### src/rtl/spec_ld_guard.sv
module spec_ld_guard #(
  parameter int DEPTH   = 8,
  parameter int AW      = 32,
  parameter int PCW     = 4,
  parameter int PENALTY = 20,
  parameter int TW      = $clog2(DEPTH)
) (
  input  logic          clk,
  input  logic          rst_n,
  input  logic          alloc_valid,
  input  logic          alloc_is_load,
  input  logic [PCW-1:0] alloc_pc,
  output logic          alloc_ready,
  output logic [TW-1:0] alloc_tag,
  input  logic          st_res_valid,
  input  logic [TW-1:0] st_res_tag,
  input  logic [AW-1:0] st_res_addr,
  input  logic          ld_req_valid,
  input  logic [TW-1:0] ld_req_tag,
  output logic          ld_grant,
  input  logic          ld_done_valid,
  input  logic [TW-1:0] ld_done_tag,
  input  logic [AW-1:0] ld_done_addr,
  input  logic          retire_valid,
  output logic          replay_valid,
  output logic [TW-1:0] replay_tag,
  output logic          replay_busy
);
  localparam int NPRED = 1 << PCW;
  localparam int CW    = $clog2(PENALTY + 1);

  logic [DEPTH-1:0] e_v, e_ld, e_av, e_ex;
  logic [AW-1:0]    e_addr [DEPTH];
  logic [PCW-1:0]   e_pc   [DEPTH];
  logic [1:0]       ctr    [NPRED];
  logic [TW-1:0]    head, tail;
  logic [TW:0]      cnt;
  logic [CW-1:0]    bcnt;

  logic [TW-1:0]    rel [DEPTH];
  logic             older_unres, req_ok;
  logic             st_ok, hit;
  logic [TW-1:0]    vt, best;
  logic             do_alloc, ret;

  assign alloc_ready = cnt != (TW+1)'(DEPTH);
  assign alloc_tag   = tail;
  assign do_alloc    = alloc_valid && alloc_ready;
  assign ret         = retire_valid && cnt != '0;
  assign replay_busy = bcnt != '0;

  always_comb
    for (int i = 0; i < DEPTH; i++) rel[i] = TW'(i) - head;

  assign req_ok = e_v[ld_req_tag] && e_ld[ld_req_tag] && !e_ex[ld_req_tag];
  assign st_ok  = e_v[st_res_tag] && !e_ld[st_res_tag];

  always_comb begin
    older_unres = 1'b0;
    for (int i = 0; i < DEPTH; i++)
      if (e_v[i] && !e_ld[i] && !e_av[i] && rel[i] < rel[ld_req_tag])
        older_unres = 1'b1;
  end

  assign ld_grant = ld_req_valid && req_ok && !replay_busy &&
                    (!older_unres || ctr[e_pc[ld_req_tag]] < 2'd2);

  always_comb begin
    logic          ex_i;
    logic [AW-1:0] a_i;
    hit  = 1'b0;
    vt   = '0;
    best = '1;
    for (int i = 0; i < DEPTH; i++) begin
      ex_i = e_ex[i] || (ld_done_valid && ld_done_tag == TW'(i));
      a_i  = (ld_done_valid && ld_done_tag == TW'(i)) ? ld_done_addr : e_addr[i];
      if (st_res_valid && st_ok && e_v[i] && e_ld[i] && ex_i && a_i == st_res_addr &&
          rel[i] > rel[st_res_tag] && (!hit || rel[i] < best)) begin
        hit  = 1'b1;
        vt   = TW'(i);
        best = rel[i];
      end
    end
  end

  always_ff @(posedge clk) begin
    if (!rst_n) begin
      e_v  <= '0;
      e_ld <= '0;
      e_av <= '0;
      e_ex <= '0;
      for (int i = 0; i < DEPTH; i++) begin
        e_addr[i] <= '0;
        e_pc[i]   <= '0;
      end
      for (int p = 0; p < NPRED; p++) ctr[p] <= 2'd0;
      head         <= '0;
      tail         <= '0;
      cnt          <= '0;
      bcnt         <= '0;
      replay_valid <= 1'b0;
      replay_tag   <= '0;
    end else begin
      if (do_alloc) begin
        e_v[tail]  <= 1'b1;
        e_ld[tail] <= alloc_is_load;
        e_av[tail] <= 1'b0;
        e_ex[tail] <= 1'b0;
        e_pc[tail] <= alloc_pc;
        tail       <= tail + 1'b1;
      end
      if (st_res_valid && st_ok) begin
        e_av[st_res_tag]   <= 1'b1;
        e_addr[st_res_tag] <= st_res_addr;
      end
      if (ld_done_valid && e_v[ld_done_tag] && e_ld[ld_done_tag]) begin
        e_ex[ld_done_tag]   <= 1'b1;
        e_addr[ld_done_tag] <= ld_done_addr;
      end
      if (ret) begin
        e_v[head] <= 1'b0;
        head      <= head + 1'b1;
        if (e_ld[head] && e_ex[head] && ctr[e_pc[head]] != 2'd0)
          ctr[e_pc[head]] <= ctr[e_pc[head]] - 2'd1;
      end
      cnt <= cnt + (TW+1)'(do_alloc) - (TW+1)'(ret);
      if (hit) begin
        e_ex[vt]      <= 1'b0;
        ctr[e_pc[vt]] <= 2'd3;
        bcnt          <= CW'(PENALTY);
        replay_valid  <= 1'b1;
        replay_tag    <= vt;
      end else begin
        replay_valid <= 1'b0;
        if (bcnt != '0) bcnt <= bcnt - 1'b1;
      end
    end
  end

  p_full_hold_r1: assert property (@(posedge clk) disable iff (!rst_n)
    (alloc_valid && !alloc_ready) |=> $stable(alloc_tag));
  p_cause_r5: assert property (@(posedge clk) disable iff (!rst_n)
    replay_valid |-> $past(st_res_valid));
  p_busy_with_replay_r9: assert property (@(posedge clk) disable iff (!rst_n)
    replay_valid |-> replay_busy);
  p_busy_start_r9: assert property (@(posedge clk) disable iff (!rst_n)
    $rose(replay_busy) |-> replay_valid);
  p_no_grant_busy_r9: assert property (@(posedge clk) disable iff (!rst_n)
    replay_busy |-> !ld_grant);
  p_count_bound_r11: assert property (@(posedge clk) disable iff (!rst_n)
    cnt <= (TW+1)'(DEPTH));
endmodule

### config.mk
export PLATFORM = sky130hd
export DESIGN_NAME = spec_ld_guard
export DESIGN_NICKNAME = d
export VERILOG_FILES = /design/src/rtl/spec_ld_guard.sv
export SDC_FILE = /design/constraint.sdc
export NUM_CORES = 1
export LEC_CHECK = 0
export BUFFER_PORTS_ARGS = -buffer_cell sky130_fd_sc_hd__buf_4
export CORE_MARGIN = 2
export CORE_UTILIZATION = 36
export CTS_CLUSTER_SIZE = 10
export DETAILED_ROUTE_END_ITERATION = 16
export GPL_TIMING_DRIVEN = 0
export RECOVER_POWER = 100
export SLEW_MARGIN = 25
export SYNTH_ARGS = -nofsm -noshare
export SYNTH_HDL_FRONTEND = slang
export SYNTH_SLANG_ARGS = --single-unit
### constraint.sdc
create_clock -name clk -period 14.1 [get_ports clk]
set_clock_uncertainty 0.05 [all_clocks]
set_input_delay 2.82 -clock clk [delete_from_list [all_inputs] [get_ports clk]]
set_output_delay 2.82 -clock clk [all_outputs]
set_load 0.005 [all_outputs]
==> results of run 1 <==
critical path, delay by kind of cell:
family,cells,cell delay [ps]
and+or+nand+nor,14,2540
adders and majority gates,6,1560
AOI/OAI and AO/OA,18,3770
buffers and inverters,8,1940
muxes,5,1710
metrics by stage:
step / hold WS [ps] / TNS [ps] / cell area [µm²] / worst slack [ps]
final: 406.7 / 0 / 31580 / 187.9
after CTS: 402.2 / 0 / 31430 / 29.38
after global routing: 416.0 / -1063 / 31580 / -75.15
after detailed placement: 387.7 / -133180 / 29440 / -3509
after global placement: 378.0 / -142200 / 29120 / -3728
after floorplan: 368.7 / 0 / 27400 / 1.229
worst paths after layout:
check | from | cells after the start | endpoint
setup / recovery | st_res_addr[31] | 51 | ctr[8][0]
hold / removal | e_av[3] | 1 | e_av[3]
setup reg to reg | head[0] | 58 | ctr[8][0]
hold reg to reg | e_av[3] | 1 | e_av[3]
repair_timing:
item,in CTS,in global routing
gates resized for setup,92,54
pin swaps,21,18
endpoints found under the setup margin,43,37
cloned,0,1
setup buffers,26,7
logic make-up (layout without fill, tap and decap cells):
| group | count (synthesis) | after routing | synth area share |
|---|---|---|---|
| AO/OA/AOI/OAI | 746 | 746 | 0.2079 |
| XOR/XNOR | 188 | 188 | 0.06013 |
| adder cells (fa/ha/maj) | 56 | 56 | 0.02586 |
| buffers and inverters | 332 | 525 | 0.05017 |
| flip-flops | 374 | 374 | 0.3787 |
| multiplexers | 258 | 258 | 0.1084 |
| other | 0 | 2 | 0 |
| AND/OR/NAND/NOR | 818 | 818 | 0.1688 |
cells in the final DEF, fill, tap and decap left out, types with 12 or more instances in the layout:
cell / Yosys / final
nor4_1: 93 / 81
nor2_1: 121 / 117
a21boi_0: 13 / 12
o2111ai_1: 16 / 15
a221oi_1: 14 / 13
clkbuf_1: 198 / 201
mux2_2: 29 / 21
nand2b_1: 68 / 68
and3_1: 12 / 12
nand2_1: 154 / 149
nor3_1: 49 / 44
and2_1: 54 / 24
mux2i_1: 201 / 199
nor4_2: 2 / 13
xor2_1: 32 / 31
dfxtp_1: 86 / 86
a22o_1: 267 / 267
buf_2: 21 / 17
nand4_1: 32 / 32
xnor2_1: 156 / 153
clkbuf_2: 0 / 25
inv_1: 78 / 73
nor2b_1: 80 / 78
a21o_1: 41 / 40
buf_4: 11 / 107
o22ai_1: 35 / 35
mux4_2: 28 / 28
a21oi_1: 103 / 94
nand3_1: 52 / 50
o31ai_1: 41 / 35
ha_1: 55 / 44
o21ai_0: 76 / 68
or4_1: 14 / 14
edfxtp_1: 288 / 288
o211ai_1: 12 / 12
clkbuf_16: 0 / 48
and2_0: 0 / 28
state kept, by name, indices dropped and copies added (netlist names), named ones only:
| signal | cells |
|---|---|
| replay_tag | 3 |
| e_pc | 32 |
| ctr | 32 |
| e_ex | 8 |
| head | 3 |
| e_ld | 8 |
| e_addr | 256 |
| e_av | 8 |
| replay_valid | 1 |
| e_v | 8 |
| bcnt | 5 |
| alloc_tag | 3 |
| cnt | 4 |
power by group:
group | switching (µW) | total [µW] | internal [µW] | leakage (µW)
clock | 514 | 1150 | 636 | 0.000669
combinational | 762 | 1120 | 358 | 0.00796
sequential | 43.9 | 1290 | 1240 | 0.00367
cells in the mapped netlist (all sizes together) (35+ instances only):
| cell type | count |
|---|---|
| a21oi | 106 |
| o21ai | 80 |
| edfxtp | 288 |
| nor2b | 80 |
| ha | 55 |
| a22o | 267 |
| nand2b | 68 |
| nor2 | 122 |
| o22ai | 35 |
| o31ai | 42 |
| xnor2 | 156 |
| nor3 | 51 |
| clkbuf | 198 |
| nand3 | 52 |
| dfxtp | 86 |
| buf | 53 |
| mux2i | 201 |
| inv | 79 |
| nor4 | 95 |
| and2 | 56 |
| nand2 | 155 |
| a21o | 41 |
cell type report:
class	count	area (µm²)
Buffer	250	1136
Timing Repair Buffer	116	873.3
Inverter	81	322.8
Fill cell	7533	43990
Clock inverter	10	82.58
Sequential cell	374	10370
Tap cell	978	1224
Clock buffer	68	1296
Multi-Input combinational cell	2066	16270
Antenna cell	2	5.005
per-layer routing:
layer	GRT usage	vias up
li1	-	10930
met1	0.4848	13010
met2	0.5173	1799
met3	0.08249	331
met4	0.1632	4
met5	0.006879	-
==> results.txt, run 1 <==
Worst Path Max Fanout = 10
initial antenna violation count = 10
port bufs = 66
1st-pass router iterations = 6
Clock Path Buffers = 3
Tmin final = 13910 ps
H-tree levels = 2
syn avg cell area = 9.879 µm²
Total Nets Final = 3077
Post-Syn Area = 27390 µm²
Syn Inst Count = 2772
top cells by area, synth = edfxtp_1 32%, a22o_1 8.5%, mux2i_1 7.3%
CP max-delay cell = clkbuf_1
area leader, netlist = edfxtp_1
Detailed Place HPWL = 110.9 mm
Sinks on Clock Net = 374
die area = 78290 µm²
Std-Cell Rows = 101
routability cong. = 1.066
Via Count = 26080
met3 routed wirelength = 16.27 mm
post-route insts no fill = 3945
run status = finished with violations
Layout Utilization = 0.4179
share of post-route cells with drive strength above 1 = 0.1460
total wire length = 141.4 mm
Routed Antenna Nets = 0
Worst Max-Slew Pin Slew = 1782 ps
leakage power = 0.01230 µW
Worst Setup End Kind = register
top-area cell type share of the netlist area = 0.3158
CP startpoint kind = input pin
reg2reg setup slack = 360 ps
Total Power = 3554 µW
worst skew pair latency = 640 ps
metal1 wirelength = 57.91 mm
placed cell count = 3832
FMAX = 71.88 MHz
Relative slew margins = -0.1877
CTS tree = done
top sig layer = met5
Yosys cell types = 111
TritonCTS Buffers = 47
max cap viols = 3
Main synth FF type = edfxtp_1
Die Width = 279.8 µm
count of warnings emitted by yosys = 0
Root Buffer = clkbuf_16
# IOs = 95
vias in the first global route = 24250
WP data arrival = 14370 ps
Worst-path clk slew = 50 ps
syn nets = 2913
Die Ht = 279.8 µm
final worst path period share = 0.9867
drt initial violations = 3532
vias per cell = 6.610
sequential area share after synthesis = 0.3787
first-pass GRT wire length = 192.8 mm
setup violators final = 0
DRC = 0
met2 wire len = 59.37 mm
CTS hold repair buffers = 0
Hold Violations, Final = 0
FFs w/ async S/R, synth = 0
max incr delay on CP = 780 ps
Power Density = 112.5 nW/µm²
CP Class = input pin to register
Layout area overhead = 15.32%
violated checks = capacitance limit, slew limit
routed length per instance = 35.84 µm
synthesized flop and latch total = 374
core region area = 75570 µm²
Hold WC Path Type = register to register
starting density of the core = 0.3624
global route overflow = 0
Max rail drop VDD = 0.09420 mV
max-slew violation count = 71
Worst Path Required = 14560 ps
largest net degree at the start of global routing = 33
gr usage total = 0.3512
Post-synth EDFFs = 288
Note: power is estimated with default switching activity, not from simulation.
==> inputs of run 2 (changes only) <==
REMOVE_ABC_BUFFERS = 1   (was unset)
==> run 2 against run 1 <==
Against the previous run:
- the flow still finishes with violations (capacitance limit, slew limit)
- highest routed layer is now met4
- largest power group unchanged
- non-clock buffer count shrank 161
- global-route usage decreased by 5.0 points
- wire length is 15% lower
- worst hold slack worse by 8.2 ps
- critical endpoint is now ctr[0][0]
==> results.txt, run 2 (same netlist as run 1, synthesis figures left out) <==
1st-pass router iterations = 6 (unchanged)
DRC = 0 (unchanged)
Root Buffer = clkbuf_16 (unchanged)
Hold WC Path Type = register to register (unchanged)
H-tree levels = 2 (unchanged)
initial antenna violation count = 3 (was 10)
reg2reg start = head[0] (unchanged)
Clock Path Buffers = 3 (unchanged)
post-route insts no fill = 3784 (was 3945)
Worst Max-Slew Pin Slew = 4011 ps (was 1782 ps)
Sinks on Clock Net = 374 (unchanged)
Total Power = 3458 µW (was 3554 µW)
core region area = 75570 µm² (unchanged)
R2R Path End = ctr[0][0] (was ctr[8][0])
Power Density = 110.8 nW/µm² (was 112.5 nW/µm²)
CP startpoint kind = input pin (unchanged)
Detailed Place HPWL = 81.46 mm (was 110.9 mm)
Tmin final = 13880 ps (was 13910 ps)
Worst Path Max Fanout = 20 (was 10)
routability cong. = 0.9885 (was 1.066)
Worst-path clk slew = 60 ps (was 50 ps)
run status = finished with violations (unchanged)
register name with the most flops = e_addr (unchanged)
final worst path period share = 0.9844 (was 0.9867)
Layout area overhead = 14.02% (was 15.32%)
max cap viols = 8 (was 3)
setup TNS = 0 ps (unchanged)
vias in the first global route = 24110 (was 24250)
first-pass GRT wire length = 171.7 mm (was 192.8 mm)
drt initial violations = 2924 (was 3532)
Reg2Reg Depth = 53 (was 58)
Worst Setup End Kind = register (unchanged)
total wire length = 120.8 mm (was 141.4 mm)
Total Nets Final = 2918 (was 3077)
worst skew pair latency = 620 ps (was 640 ps)
max incr delay on CP = 450 ps (was 780 ps)
Std-Cell Rows = 101 (unchanged)
share of post-route cells with drive strength above 1 = 0.1526 (was 0.1460)
# IOs = 95 (unchanged)
port bufs = 94 (was 66)
commonest cells after routing, fill and taps aside = 288 x edfxtp_1, 267 x a22o_1, 194 x mux2i_1 (was 288 x edfxtp_1, 267 x a22o_1, 201 x clkbuf_1)
WP data arrival = 14360 ps (was 14370 ps)
violated checks = capacitance limit, slew limit (unchanged)
vias per cell = 6.617 (was 6.610)
Worst Path Required = 14580 ps (was 14560 ps)
routed length per instance = 31.93 µm (was 35.84 µm)
placed cell count = 3664 (was 3832)
Relative slew margins = -1.674 (was -0.1877)
Routed Antenna Nets = 0 (unchanged)
TritonCTS Buffers = 47 (unchanged)
commonest non-fill, non-tap cell in the layout = edfxtp_1 (unchanged)
largest registers = e_addr: 256 flops, ctr: 32 flops, e_pc: 32 flops (unchanged)
reg2reg setup slack = 450 ps (was 360 ps)
largest net degree at the start of global routing = 81 (was 33)
CTS hold repair buffers = 0 (unchanged)
gr usage total = 0.3009 (was 0.3512)
Via Count = 25040 (was 26080)
starting density of the core = 0.3624 (unchanged)
max-slew violation count = 278 (was 71)
Hold Violations, Final = 0 (unchanged)
FMAX = 72.04 MHz (was 71.88 MHz)
CP Class = input pin to register (unchanged)
CP max-delay cell = nor4_4 (was clkbuf_1)
global route overflow = 0 (unchanged)
die area = 78290 µm² (unchanged)
Die Ht = 279.8 µm (unchanged)
Max rail drop VDD = 0.08865 mV (was 0.09420 mV)
Die Width = 279.8 µm (unchanged)
setup violators final = 0 (unchanged)
CTS tree = done (unchanged)
leakage power = 0.01221 µW (was 0.01230 µW)
max reg flops = 256 (unchanged)
Worst Setup EP = ctr[0][0] (was ctr[8][0])
Worst setup startpoint = st_res_addr[7] (was st_res_addr[31])
[run 2: changes by cell type in the layout (fill, tap and decap cells not counted), sizes merged]
cell / delta
bufinv: +1
clkbuf: -176
buf: +12
or4b: +2
[run 2: metal layers]
layer,part of all wire,vias up,global-route usage
li1,-,10610,-
met1,0.40,12550,0.3986
met2,0.45,1575,0.4721
met3,0.10,299,0.06314
met4,0.049,0,0.1345
met5,0,-,0
[run 2: what timing repair did]
item	CTS	global route
endpoints found under the setup margin	43	40
cloned	2	0
pin swaps	18	26
gates resized for setup	73	49
buffers inserted	22	18
endpoints found under the hold margin	0	0
[run 2: metrics by stage]
step	hold WS [ps]	setup slack [ps]	cell area, µm²	utilization
after floorplan	368.7	-261.0	26320	-
after global placement	382.2	-3789	28240	0.3738
after detailed placement	385.6	-2668	29150	0.3858
after CTS	399.0	0.5880	31150	0.4122
after global routing	408.1	-122.8	31220	0.4131
final	398.6	219.5	31220	0.4132
[run 2: cell type report]
cell class	instances	area, µm²
diodes	2	5.005
clock buffers	65	1305
clock inverters	11	121.4
fillers	7321	44350
inverters	81	324.1
multi-input cells	2068	16280
flip-flops and latches	374	10370
well taps	978	1224
repair buffers	205	1597
[run 2: report_power, final]
part | switching [µW] | internal, µW
registers | 62.6 | 1240
clock network | 513 | 661
logic | 648 | 332
total | 1220 | 2230
[run 2: worst max-delay path: cells and delay by family]
family	cells	cell delay [ps]
adder cells (fa/ha/maj)	7	1900
multiplexers	5	1750
buffers and inverters	6	1270
AO/OA/AOI/OAI	17	3850
AND/OR/NAND/NOR	15	2760
[run 2: worst min path at each step]
stage                 start       to  slack, ps  cells past startpoint
floorplan           e_av[0]  e_av[0]        370                      1
global placement    e_av[1]  e_av[1]        380                      1
detailed placement  e_av[5]  e_av[5]        390                      1
CTS                 e_av[7]  e_av[7]        400                      1
global route        e_av[7]  e_av[7]        410                      1
finish              e_av[7]  e_av[7]        400                      1
